File: src/rtl/pfd_pkg.sv
package pfd_pkg;
  typedef struct packed {
    logic up;
    logic dn;
  } pump_t;

  function automatic pump_t orient(pump_t p, logic normal);
    pump_t o;
    o.up = normal ? p.up : p.dn;
    o.dn = normal ? p.dn : p.up;
    return o;
  endfunction
endpackage

File: src/rtl/pfd_insample.sv
module pfd_insample (
  input  logic clk,
  input  logic rst,
  input  logic ref_evt,
  input  logic fb_evt,
  input  logic pol_sel,
  output logic ref_q,
  output logic fb_q,
  output logic pol_q
);
  // polarity register resets to normal sense (pulled-high input)
  always_ff @(posedge clk) begin
    if (rst) begin
      ref_q <= 1'b0;
      fb_q  <= 1'b0;
      pol_q <= 1'b1;
    end else begin
      ref_q <= ref_evt;
      fb_q  <= fb_evt;
      pol_q <= pol_sel;
    end
  end
endmodule

File: src/rtl/pfd_core.sv
module pfd_core
  import pfd_pkg::*;
(
  input  logic  clk,
  input  logic  rst,
  input  logic  ref_q,
  input  logic  fb_q,
  output pump_t st
);
  logic both;
  assign both = st.up & st.dn;

  // both set: hold for this cycle, clear at next edge, but let new events in
  always_ff @(posedge clk) begin
    if (rst) begin
      st <= '0;
    end else if (both) begin
      st.up <= ref_q;
      st.dn <= fb_q;
    end else begin
      st.up <= st.up | ref_q;
      st.dn <= st.dn | fb_q;
    end
  end
endmodule

File: src/rtl/pfd_lock.sv
module pfd_lock #(
  parameter int LOCK_TOL = 1
) (
  input  logic clk,
  input  logic rst,
  input  logic active,
  output logic lock_o
);
  localparam int CNT_W = $clog2(LOCK_TOL + 2);
  localparam logic [CNT_W-1:0] CNT_MAX = CNT_W'(LOCK_TOL + 1);
  localparam logic [CNT_W-1:0] TOL_V   = CNT_W'(LOCK_TOL);

  logic [CNT_W-1:0] run_cnt, run_nx;

  always_comb begin
    if (!active)                run_nx = '0;
    else if (run_cnt == CNT_MAX) run_nx = CNT_MAX;
    else                        run_nx = run_cnt + 1'b1;
  end

  always_ff @(posedge clk) begin
    if (rst) begin
      run_cnt <= '0;
      lock_o  <= 1'b1;
    end else begin
      run_cnt <= run_nx;
      lock_o  <= (run_nx <= TOL_V);
    end
  end
endmodule

File: src/rtl/pfd_outstage.sv
module pfd_outstage
  import pfd_pkg::*;
(
  input  logic  clk,
  input  logic  rst,
  input  logic  pol_q,
  input  logic  ref_q,
  input  logic  fb_q,
  input  pump_t st,
  output logic  pump_up,
  output logic  pump_dn,
  output logic  monitor_o
);
  pump_t drv;
  assign drv = orient(st, pol_q);

  always_ff @(posedge clk) begin
    if (rst) begin
      pump_up   <= 1'b0;
      pump_dn   <= 1'b0;
      monitor_o <= 1'b0;
    end else begin
      pump_up   <= drv.up;
      pump_dn   <= drv.dn;
      monitor_o <= pol_q ? ref_q : fb_q;
    end
  end
endmodule

File: src/rtl/pfd_polarity_top.sv
module pfd_polarity_top
  import pfd_pkg::*;
#(
  parameter int LOCK_TOL = 1
) (
  input  logic clk,
  input  logic rst,
  input  logic ref_evt,
  input  logic fb_evt,
  input  logic pol_sel,
  output logic pump_up,
  output logic pump_dn,
  output logic monitor_o,
  output logic lock_o
);
  logic  ref_q, fb_q, pol_q;
  pump_t det_st;

  pfd_insample u_in (
    .clk(clk), .rst(rst), .ref_evt(ref_evt), .fb_evt(fb_evt), .pol_sel(pol_sel),
    .ref_q(ref_q), .fb_q(fb_q), .pol_q(pol_q)
  );

  pfd_core u_core (
    .clk(clk), .rst(rst), .ref_q(ref_q), .fb_q(fb_q), .st(det_st)
  );

  pfd_outstage u_out (
    .clk(clk), .rst(rst), .pol_q(pol_q), .ref_q(ref_q), .fb_q(fb_q), .st(det_st),
    .pump_up(pump_up), .pump_dn(pump_dn), .monitor_o(monitor_o)
  );

  pfd_lock #(.LOCK_TOL(LOCK_TOL)) u_lock (
    .clk(clk), .rst(rst), .active(det_st.up | det_st.dn), .lock_o(lock_o)
  );
endmodule

File: config.mk
export PLATFORM = sky130hd
export DESIGN_NAME = pfd_polarity_top
export DESIGN_NICKNAME = d
export VERILOG_FILES = /design/src/rtl/pfd_pkg.sv /design/src/rtl/pfd_insample.sv /design/src/rtl/pfd_core.sv /design/src/rtl/pfd_lock.sv /design/src/rtl/pfd_outstage.sv /design/src/rtl/pfd_polarity_top.sv
export SDC_FILE = /design/constraint.sdc
export NUM_CORES = 1
export LEC_CHECK = 0
export CAP_MARGIN = 20
export CORE_AREA = 10 10 47 49
export DETAILED_ROUTE_END_ITERATION = 8
export DIE_AREA = 0 0 57 59
export SETUP_SLACK_MARGIN = 0.5
export SLEW_MARGIN = 30
export SYNTH_ARGS = -nofsm -noshare
export SYNTH_HDL_FRONTEND = slang
export SYNTH_SLANG_ARGS = --single-unit
File: constraint.sdc
create_clock -name clk -period 2.05 [get_ports clk]
set_input_delay 0.41 -clock clk [delete_from_list [all_inputs] [get_ports clk]]
set_output_delay 0.41 -clock clk [all_outputs]
set_load 0.02 [all_outputs]
==> results.ini <==
[floorplan]
die_w_um=57
core_area_um2=1400
ios=9
die_height_um=59
num_rows=14
initial_core_util=0.269
die_area_um2=3360

[setup_path]
ff2ff_path_depth=4
r2r_start=u_lock.run_cnt[1]
startpoint_type=flip-flop
cp_slowest_cell=dlygate4sd2_1
cp_top_family=buffers and inverters
end_kind=output pin
path_max_fanout=1
path_cells=dlygate4sd2_1
crit_start=u_lock.lock_o
worstPathRequired_ps=1640
crit_buf_inv=1
slowest_delay_ps=320
reg2reg_to=u_lock.lock_o
crit_path_end=lock_o
cp_data_arrival_time_ps=890
critPathKind=reg2out
r2r_slack_ps=1090
path_depth=1

[clocking]
clkLatencyLatePin_ps=260
cts_tree=done
cts_buffers=3
cts_max_level=1
cts_root_buf=clkbuf_4
cts.sinks=11
clkTransAtPathRegs_ps=60
ctsHoldBuffers=0
post_cts_buffers=0
cts.path.max_buffers=2

[synth]
synth.most_common_cell=dfxtp_1
syn_nets=40
syn_avg_cell_area_um2=11.1
synth_area_um2=377
synth-edff-count=0
ys.flop_type=dfxtp_1
synth_top_area_frac=0.585
synth-seq-cells=11
synth_common_cells=11 x dfxtp_1, 5 x inv_1, 5 x nor2_1
synth_cell_types=11
async_flop_share=0
yosysSeqAreaShare=0.585
synth_top_area_cell=dfxtp_1
synth_cells=34
yosys_warnings=0
synth_area_leaders=dfxtp_1 58%, mux2i_1 8.0%, inv_1 5.0%

[global_routing]
grt_overflow=0
track_usage=0.0369
grt_pass1_wl_um=938
grt_pass1_vias=260
antenna_found_initial=0
grt_max_degree=9

[layout]
fillers=157
layout-drive-gt1-share=0.152
regArea_um2=220
areaGrowthSynthToFinish_pct=32.2
fin_nets=53
fin_area_um2=498
multi_input_area_um2=138
final_cells=62
diodes=0

[pwr]
power_density_nw_per_um2=828
power_leakage_nw=0.233
peakVddDrop_mv=0.290
finalPower_uw=412

[min_path]
hp-class=reg2reg

[placement]
gp_congestion=0.673
dp_hpwl_um=421
place_ws_ps=554
placed_area_um2=477
io_buffers=8
placed_cells=58

[drt]
drcViolationCount=0
first_pass_iters=2
drtIter0Drc=4
drt-wirelength-per-cell_um=8.40
ant_nets=0
totalWireLength_um=521
vias=245
vias_per_cell=3.95

[run_status]
status=complete, no violations

[timing]
clock_skew_ps=0.273
rsz0062_at_grt=false
slew_headroom=0.844
period_needed_ps=1300
fmax_mhz=768
worst_pin_slew_ps=233
finalSetupViolations=0
fin_crit_sh=0.635
fin_ws_ps=747
tns_ps=0
slew_violations=0
finalHoldViolations=0

[flow_run]
max_cap_violations=0

state kept, by name, indices dropped and copies added (netlist names):
register	cells
u_core.st	2
u_lock.run_cnt	2
u_in.fb_q	1
u_in.pol_q	1
u_in.ref_q	1
u_lock.lock_o	1
u_out.monitor_o	1
u_out.pump_dn	1
u_out.pump_up	1
final cells by class:
cell class / instances / share of cell area
flip-flops and latches: 11 / 0.442
multi-input cells: 18 / 0.276
repair buffers: 8 / 0.151
clock buffers: 4 / 0.0528
well taps: 16 / 0.0402
inverters: 5 / 0.0377
power by group:
group,internal (mW),switching [mW]
Combinational,0.0230,0.0156
Clock,0.0753,0.0657
Sequential,0.225,0.00766
Total,0.323,0.0890
cell families (layout without fill, tap and decap cells):
family                   count (synthesis)  after routing  synth area share
buffers and inverters                    5             17            0.0498
AND/OR/NAND/NOR                         11             11             0.163
multiplexers                             3              3            0.0797
adder cells (fa/ha/maj)                  1              1            0.0332
flip-flops                              11             11             0.585
AO/OA/AOI/OAI                            3              3            0.0897
cell usage in the layout, fill, tap and decap left out:
| cell | count |
|---|---|
| ha_1 | 1 |
| and2b_2 | 2 |
| dfxtp_1 | 11 |
| o21a_1 | 2 |
| nor2b_1 | 2 |
| o21bai_4 | 1 |
| dlygate4sd2_1 | 4 |
| or2_1 | 1 |
| clkbuf_1 | 1 |
| nor2_1 | 5 |
| inv_1 | 5 |
| clkbuf_4 | 3 |
| or2_2 | 1 |
| mux2i_1 | 3 |
| clkdlybuf4s50_1 | 4 |
per-layer routing:
metal  routed length (µm)  track usage  up-vias
met4                   20       0.0403        0
met2                  225       0.0512        9
met1                  230       0.0360      106
met5                    0            0        -
li1                     -            -      128
met3                   44       0.0215        2
repair_timing:
item / 4_1_cts / 5_1_grt
gates resized for setup: 4 / 0
endpoints found under the setup margin: 4 / 0
endpoints found under the hold margin: 0 / 0
worst min-delay path by stage:
stage / start / endpoint / slack [ps] / cells past startpoint
after floorplan: u_in.fb_q / u_core.st[0] / 440 / 1
after global placement: u_in.fb_q / u_core.st[0] / 460 / 1
after detailed placement: u_in.fb_q / u_core.st[0] / 460 / 1
after CTS: u_in.fb_q / u_core.st[0] / 480 / 1
after global routing: u_in.ref_q / u_core.st[1] / 490 / 1
final: u_in.fb_q / u_core.st[0] / 470 / 1
metrics by stage:
step                      utilization  hold WS (ps)
after CTS                       0.355           476
after detailed placement        0.340           461
after global routing            0.355           490
after global placement          0.340           462
after floorplan                     -           440
final                           0.355           474
(Power assumes the default switching activity.)
